## config.mk

```make
export PLATFORM = sky130hd
export DESIGN_NAME = tri_rail_codec
export DESIGN_NICKNAME = d
export VERILOG_FILES = /design/src/rtl/trc_pkg.sv /design/src/rtl/trc_mask_gen.sv /design/src/rtl/trc_share_enc.sv /design/src/rtl/trc_rail_dec.sv /design/src/rtl/tri_rail_codec.sv
export SDC_FILE = /design/constraint.sdc
export NUM_CORES = 2
export LEC_CHECK = 0
export ABC_CLOCK_PERIOD_IN_PS = 1700
export BUFFER_PORTS_ARGS = -buffer_cell sky130_fd_sc_hd__buf_2
export CAP_MARGIN = 20
export CORE_AREA = 2 2 548 550
export DETAILED_ROUTE_END_ITERATION = 16
export DIE_AREA = 0 0 550 552
export PLACE_DENSITY = 0.3
export SYNTH_ARGS = -nofsm -noshare
export SYNTH_HDL_FRONTEND = slang
export SYNTH_HIERARCHICAL = 1
export SYNTH_SLANG_ARGS = --single-unit
```

## constraint.sdc

```tcl
create_clock -name clk -period 1.7 [get_ports clk]
set_input_delay 0.255 -clock clk [delete_from_list [all_inputs] [get_ports clk]]
set_output_delay 0.255 -clock clk [all_outputs]
set_load 0.02 [all_outputs]
```

## src/rtl/trc_pkg.sv

```systemverilog
package trc_pkg;

    // width of one mask generator lane
    localparam int LANE_W = 32;
    // feedback mask of the right-shifting lane register
    localparam logic [LANE_W-1:0] LANE_POLY  = 32'hB4BC_D35C;
    // substitute for a seed that would lock a lane at zero
    localparam logic [LANE_W-1:0] ZERO_SUB   = 32'h6A09_E667;
    // spreads one seed across lanes
    localparam logic [LANE_W-1:0] LANE_SPRD  = 32'h9E37_79B9;
    // shares per plain bit and rails per share
    localparam int SHARES  = 3;
    localparam int RAILS   = 2;
    localparam int GROUP_W = SHARES * RAILS;

    typedef enum logic [1:0] {
        ST_CLEAN    = 2'd0,
        ST_PARTIAL  = 2'd1,
        ST_ZEROIZED = 2'd2
    } poison_e;

    // true rail in the low position, complement above it
    typedef struct packed {
        logic f_rail;
        logic t_rail;
    } rail_pair_t;

    // share 0 in the low pair
    typedef struct packed {
        rail_pair_t sh2;
        rail_pair_t sh1;
        rail_pair_t sh0;
    } bit_group_t;

    function automatic logic [LANE_W-1:0] lane_step(input logic [LANE_W-1:0] s);
        return (s >> 1) ^ (s[0] ? LANE_POLY : '0);
    endfunction

    function automatic logic [LANE_W-1:0] lane_seed(input logic [LANE_W-1:0] seed,
                                                    input int idx);
        logic [LANE_W-1:0] m;
        m = seed ^ LANE_W'(LANE_SPRD * LANE_W'(idx));
        return (m == '0) ? ZERO_SUB : m;
    endfunction

    function automatic rail_pair_t make_pair(input logic v);
        rail_pair_t p;
        p.t_rail = v;
        p.f_rail = ~v;
        return p;
    endfunction

    // Hamming weight of one pair: 1 legal, 0 erased, 2 illegal
    function automatic logic [1:0] pair_weight(input rail_pair_t p);
        return {1'b0, p.t_rail} + {1'b0, p.f_rail};
    endfunction

endpackage

```

## src/rtl/trc_mask_gen.sv

```systemverilog
module trc_mask_gen
    import trc_pkg::*;
#(
    parameter int MASK_W = 192,
    parameter logic [LANE_W-1:0] RESET_SEED = 32'hC0FF_EE01
) (
    input  logic              clk,
    input  logic              rst,
    input  logic              seed_we,
    input  logic [LANE_W-1:0] seed_in,
    output logic [MASK_W-1:0] mask
);
    localparam int LANES = (MASK_W + LANE_W - 1) / LANE_W;

    for (genvar g = 0; g < LANES; g++) begin : g_lane
        logic [LANE_W-1:0] st;

        always_ff @(posedge clk) begin
            if (rst)
                st <= lane_seed(RESET_SEED, g);
            else if (seed_we)
                st <= lane_seed(seed_in, g);
            else
                st <= lane_step(st);
        end

        if ((g + 1) * LANE_W <= MASK_W) begin : g_full
            assign mask[g*LANE_W +: LANE_W] = st;
        end else begin : g_part
            localparam int REM = MASK_W - g * LANE_W;
            assign mask[g*LANE_W +: REM] = st[REM-1:0];
        end
    end

endmodule

```

## src/rtl/trc_share_enc.sv

```systemverilog
module trc_share_enc
    import trc_pkg::*;
#(
    parameter int W = 96
) (
    input  logic                 clk,
    input  logic                 rst,
    input  logic                 start,
    input  logic [W-1:0]         plain,
    input  logic [2*W-1:0]       mask,
    output logic [GROUP_W*W-1:0] rails,
    output logic                 valid
);
    localparam int RW = GROUP_W * W;

    bit_group_t grp [W];
    logic [RW-1:0] rails_nx;

    always_comb begin
        for (int i = 0; i < W; i++) begin
            logic s0, s1, s2;
            s0 = mask[i];
            s1 = mask[W+i];
            s2 = plain[i] ^ s0 ^ s1;
            grp[i].sh0 = make_pair(s0);
            grp[i].sh1 = make_pair(s1);
            grp[i].sh2 = make_pair(s2);
        end
    end

    always_comb begin
        rails_nx = '0;
        for (int i = 0; i < W; i++)
            rails_nx[i*GROUP_W +: GROUP_W] = grp[i];
    end

    always_ff @(posedge clk) begin
        if (rst) begin
            rails <= '0;
            valid <= 1'b0;
        end else begin
            valid <= start;
            if (start)
                rails <= rails_nx;
        end
    end

endmodule

```

## src/rtl/trc_rail_dec.sv

```systemverilog
module trc_rail_dec
    import trc_pkg::*;
#(
    parameter int W = 96
) (
    input  logic                 clk,
    input  logic                 rst,
    input  logic                 in_valid,
    input  logic [GROUP_W*W-1:0] rails,
    output logic [W-1:0]         word,
    output logic                 all_zero,
    output logic                 any_illegal,
    output poison_e              status,
    output logic                 valid
);
    localparam int NPAIR = SHARES * W;

    bit_group_t        grp [W];
    logic [W-1:0]      word_nx;
    logic [NPAIR-1:0]  legal_v;
    logic [NPAIR-1:0]  erased_v;
    logic              az_nx, ill_nx;
    poison_e           st_nx;

    always_comb begin
        for (int i = 0; i < W; i++) begin
            grp[i] = rails[i*GROUP_W +: GROUP_W];
            word_nx[i] = grp[i].sh0.t_rail ^ grp[i].sh1.t_rail ^ grp[i].sh2.t_rail;
            legal_v[3*i]    = (pair_weight(grp[i].sh0) == 2'd1);
            legal_v[3*i+1]  = (pair_weight(grp[i].sh1) == 2'd1);
            legal_v[3*i+2]  = (pair_weight(grp[i].sh2) == 2'd1);
            erased_v[3*i]   = (pair_weight(grp[i].sh0) == 2'd0);
            erased_v[3*i+1] = (pair_weight(grp[i].sh1) == 2'd0);
            erased_v[3*i+2] = (pair_weight(grp[i].sh2) == 2'd0);
        end
    end

    always_comb begin
        az_nx  = &erased_v;
        ill_nx = ~&legal_v;
        if (az_nx)
            st_nx = ST_ZEROIZED;
        else if (ill_nx)
            st_nx = ST_PARTIAL;
        else
            st_nx = ST_CLEAN;
    end

    always_ff @(posedge clk) begin
        if (rst) begin
            word        <= '0;
            all_zero    <= 1'b0;
            any_illegal <= 1'b0;
            status      <= ST_CLEAN;
            valid       <= 1'b0;
        end else begin
            valid <= in_valid;
            if (in_valid) begin
                word        <= word_nx;
                all_zero    <= az_nx;
                any_illegal <= ill_nx;
                status      <= st_nx;
            end
        end
    end

endmodule

```

## src/rtl/tri_rail_codec.sv

```systemverilog
module tri_rail_codec
    import trc_pkg::*;
#(
    parameter int W = 96,
    parameter logic [LANE_W-1:0] RESET_SEED = 32'hC0FF_EE01
) (
    input  logic                 clk,
    input  logic                 rst,
    input  logic                 seed_we,
    input  logic [LANE_W-1:0]    seed_in,
    input  logic                 enc_start,
    input  logic [W-1:0]         plain_in,
    output logic [GROUP_W*W-1:0] enc_out,
    output logic                 enc_valid,
    input  logic [GROUP_W*W-1:0] rail_in,
    input  logic                 rail_valid,
    output logic [W-1:0]         dec_out,
    output logic                 dec_valid,
    output logic                 all_zero,
    output logic                 any_illegal,
    output logic [1:0]           status
);
    localparam int MASK_W = 2 * W;

    logic [MASK_W-1:0] mask;
    poison_e           st_q;

    trc_mask_gen #(.MASK_W(MASK_W), .RESET_SEED(RESET_SEED)) u_mask (
        .clk     (clk),
        .rst     (rst),
        .seed_we (seed_we),
        .seed_in (seed_in),
        .mask    (mask)
    );

    trc_share_enc #(.W(W)) u_enc (
        .clk   (clk),
        .rst   (rst),
        .start (enc_start),
        .plain (plain_in),
        .mask  (mask),
        .rails (enc_out),
        .valid (enc_valid)
    );

    trc_rail_dec #(.W(W)) u_dec (
        .clk         (clk),
        .rst         (rst),
        .in_valid    (rail_valid),
        .rails       (rail_in),
        .word        (dec_out),
        .all_zero    (all_zero),
        .any_illegal (any_illegal),
        .status      (st_q),
        .valid       (dec_valid)
    );

    assign status = st_q;

endmodule

```

### Yosys cells after proc, flatten, opt, wreduce, memory -nomap -nowiden

Cells that the tools add are included.

* register bits: 870
* output and inout port bits: 678
* word-level logic and storage cells: 1589

* add/subtract/negate cells: 288
* equality and inequality tests: 288
* multiplexer cells: 20
* bitwise gates (word level): 683
* reductions and logical operators: 297

Operator list (count)
* 1-bit by 1-bit adder with 2-bit output: 288
* 2-bit by 1-bit equality test with 1-bit output, second input constant: 288
* 2-bit logical NOT: 288
* 32-bit 2-to-1 mux: 18
* 288-bit AND reduction: 2
* 1-bit XOR: 384
* 1-bit NOT: 288
* 32-bit logical NOT: 6
* 31-bit by 32-bit XOR with 32-bit output: 6
* 19-bit NOT: 2
* 20-bit NOT: 1
* 18-bit NOT: 1
* 14-bit NOT: 1
* 2-bit 2-to-1 mux: 1
* 1-bit logical NOT: 1
* 1-bit 2-to-1 mux: 1

### Logic depth before layout (Yosys ltp)

* depth after elaboration: 5
* gate-level depth with buffers: 8
* depth with buffers taken out: 8

### Cells and area by module

The synthesis kept the hierarchy.

By module, submodules not included
* trc_share_enc: times used 1, cells an instance 2264, area an instance 22449.0 um^2, sequential area each 11551.1 um^2
* trc_rail_dec: times used 1, cells an instance 1651, area an instance 12600.8 um^2, sequential area each 2001.9 um^2
* trc_mask_gen: times used 1, cells an instance 805, area an instance 7591.0 um^2, sequential area each 3843.7 um^2

### Least setup slack after synthesis

No wires, ideal clock.

* path kind: in2reg
* start point: in seed_in[0]
* end point: reg u_mask.g_lane[0].st[15]
* library setup time: 0.075 ns
* arrival time: 1.798 ns
* required time: 1.625 ns
* slack: -0.173 ns
* stages on the path: 6
* buffers on the path: 2
* cell sequence: or4_1 > nand4b_1 > or4_1 > buf_2 > buf_6 > a22oi_2

* longest elaborated chain between the ends: 3

Ends and longest elaborated chain
* from (decl): line tri_rail_codec.sv:10 `input logic [LANE_W-1:0] seed_in,`
* 32-bit logical NOT: line trc_pkg.sv:43 `return (m == '0) ? ZERO_SUB : m;`
* 32-bit 2-to-1 mux: line trc_pkg.sv:43
* 32-bit 2-to-1 mux: line trc_mask_gen.sv:21 `else if (seed_we)`
* to (signal assigned): line trc_mask_gen.sv:20 `st <= lane_seed(RESET_SEED, g);`
* to (signal assigned): line trc_mask_gen.sv:22 `st <= lane_seed(seed_in, g);`
* to (signal assigned): line trc_mask_gen.sv:24 `st <= lane_step(st);`
* to (decl): line trc_mask_gen.sv:16 `logic [LANE_W-1:0] st;`

No other way between the ends.
A chain may end at the register's enable or synchronous reset.

### Worst setup path in the final report

* start point: in rail_in[529]
* end point: reg u_dec.all_zero

* longest elaborated chain between the ends: 3

Ends and longest elaborated chain
* from (decl): line tri_rail_codec.sv:15 `input logic [GROUP_W*W-1:0] rail_in,`
* 1-bit by 1-bit adder with 2-bit output: line trc_pkg.sv:55 `return {1'b0, p.t_rail} + {1'b0, p.f_rail};`
* 2-bit logical NOT: line trc_rail_dec.sv:32 `erased_v[3*i] = (pair_weight(grp[i].sh0) == 2'd0);`
* 288-bit AND reduction: line trc_rail_dec.sv:39 `az_nx = &erased_v;`
* to (signal assigned): line trc_rail_dec.sv:60 `all_zero <= az_nx;`
* to (decl): line trc_rail_dec.sv:11 `output logic all_zero,`

No other way between the ends.

==> impl_metrics.tcl <==
set metrics [dict create \
    cts_tree "done" \
    synth_most_common_cell "dfxtp_1" \
    place_congestion 0.9094 \
    crit_path_top_delay_cell "nand4_1" \
    synth.top_cells.by_count "869 x dfxtp_1, 699 x inv_1, 427 x nand2b_1" \
    synth_ff_type "dfxtp_1" \
    die-width_microns 550 \
    grt_pass1_vias 43854 \
    rsz0062_at_grt "yes" \
    worstSetupPathType "in2reg" \
    end_kind "flop" \
    io_buffers 1386 \
    die-area_sq_um 303600 \
    place_area_sq_um 59800 \
    drv_slew 0 \
    vdd_drop_max_mv 0.8371 \
    route.detailed.wl_per_inst_microns 26.02 \
    critPathRequiredTime_ps 2380 \
    clockBufferDepth 4 \
    wl_microns 287800 \
    hp-class "in2reg" \
    grtUsageTotal_pct 18.19 \
    detail-route-antenna-nets 0 \
    worst_slew_pin_slew_ps 662.2 \
    status "finished, violations left" \
    maxSlewHeadroom_pct 55.45 \
    violations "setup timing" \
    final.min_clock_period_ps 1987 \
    drtPass1Iterations 7 \
    synthToLayoutAreaGrowth_pct 62.18 \
    drive_gt1_share_pct 38.59 \
    async_reset_ff_share_pct 0 \
    fillCellCount 33301 \
    yosysSeqAreaShare_pct 40.80 \
    worst_slack_ps -286.5 \
    synth_edf_count 0 \
    final_nets 7979 \
    dr.first_iter.drc_count 2207 \
    synthTopCellsByArea "dfxtp_1 41%, ha_1 8.5%, mux2i_1 6.8%, xnor2_1 6.3%, nand2b_1 6.3%" \
    clkSinkCount 869 \
    grt_pass1_wl_microns 379600 \
    yosysTopAreaCell "dfxtp_1" \
    cp_max_fo 2 \
    synth_nets 5717 \
    overflow 0 \
    ys_warn_count 6 \
    fin_crit_sh_pct 116.9 \
    syn_area_per_cell_sq_um 9.034 \
    num_rows 201 \
    finalSetupViolations 3 \
    viasPerCell 3.820 \
    cts_inserted_buffers 120 \
    synth_top_area_share_pct 40.80 \
    leakage_uw 0.03330 \
    insertion_delay_ps 900 \
    fp.dieH_microns 552 \
    timing.hold.ws_ps 61.26 \
    netlist_area_sq_um 42640 \
    post-place-ws_ps -1918 \
    cpPeakStageDelay_ps 410 \
    skew_ps 97.83 \
    crit_arrival_ps 2660 \
    cp_common_cell "nand4_1" \
    synth.ff_latch_count 869 \
    io-pin-count 1387 \
    start_util_pct 14.30 \
    netlist_instances 4720 \
    crit_path_cell_trace "buf_2 -> inv_4 -> ha_4 -> nand4_1 -> nor4_2 -> nand4_1 -> buf_4 -> nor4_4 -> or3b_1 -> a21oi_1" \
    antenna_found_initial 131 \
    ys_types 47 \
    setup_tns_ps -641.3 \
    core_area_sq_um 298300 \
    hold_violations 0 \
    clk_pin_slew_ps 60 \
    clockRootBuffer "clkbuf_16" \
    final_cell_area_sq_um 69160 \
    vias 42255 \
    htree_levels 3 \
    fin_util_pct 23.19 \
    cap_violations 0 \
    critPathLaunchType "input pin" \
    p_per_area_nw_per_um2 925.5 \
    fmax_mhz 503.4 \
    dp_hpwl_microns 243000 \
    drc 0 \
    grt_max_degree 92 \
]
cells in the final DEF (no fill, tap or decap), types with 112 or more instances in the layout:
master and n:
a21oi_1 343, buf_2 997, buf_4 762, buf_6 267
clkbuf_16 123, dfxtp_1 607, dfxtp_2 242, dlygate4sd3_1 256
ha_1 277, inv_1 681, mux2i_1 289, nand2_1 112
nand2b_1 427, nand4_1 216, nor2_1 351, xnor2_1 308
stage by stage:
stage / std cells / power [uW]
after floorplan: 4720 / 29880
after global placement: 10550 / 37990
after detailed placement: 10551 / 37990
after CTS: 11025 / 65340
after global routing: 11046 / 66980
final: 11062 / 64010
timing repair:
action | 4_1_cts | 5_1_grt
setup buffers | 5 | 2
pin swaps | 30 | 16
gates cloned | 0 | 3
hold buffers | 262 | 0
resized for setup | 990 | 34
endpoints found under the setup margin | 377 | 80
hold endpoints to repair | 475 | 0
worst max-delay path, delay by kind of cell:
family          cells  cell delay [ps]
simple gates        5             1450
buf+inv             3              570
fa+ha+maj           1              210
compound gates      1              130
where the power goes:
part           internal, uW  switching [uW]
logic                  7010            8470
registers             22100            1460
clock network         14500           10500
cell families after synthesis:
group	synth area share, %
mux	9.319
fa+ha+maj	8.451
buf+inv	8.841
compound gates	8.967
xor+xnor	8.011
flops	40.80
simple gates	15.61
final timing paths:
kind	from	endpoint	slack, ps	depth (start not counted)
hold / removal	seed_in[27]	u_mask/g_lane[0].st[25]	60	6
hold reg to reg	u_enc/rails[334]	u_enc/rails[334]	470	2
setup reg to reg	u_mask/g_lane[4].st[2]	u_enc/rails[208]	60	4
setup / recovery	rail_in[529]	u_dec/all_zero	-290	10
registers in the layout, summed over array words and instances (netlist names):
name and cells:
u_enc/rails 576, u_mask/g_lane.st 192, u_dec/word 96, u_dec/all_zero 1, u_dec/any_illegal 1, u_dec/status 1, u_dec/valid 1, u_enc/valid 1
final cells by class:
type / count / area, sq um / area share (%)
clock inverter: 38 / 356.6 / 0.5156
inverter: 700 / 2650 / 3.832
multi-input combinational: 2916 / 21860 / 31.61
antenna: 35 / 87.58 / 0.1266
clock buffer: 171 / 3435 / 4.966
tap: 3958 / 4952 / 7.161
sequential: 869 / 17770 / 25.70
timing repair buffer: 2375 / 18040 / 26.09
routing by layer:
metal  global-route usage, %  vias up  part of all wire (%)
met3                   5.875      401                   8.2
met2                   31.62     1452                    48
li1                        -    20147                     -
met1                   21.15    20211                    41
met4                   5.084       44                   2.9
met5                       0        -                 0.096
Power figures use the tool's default switching activity.
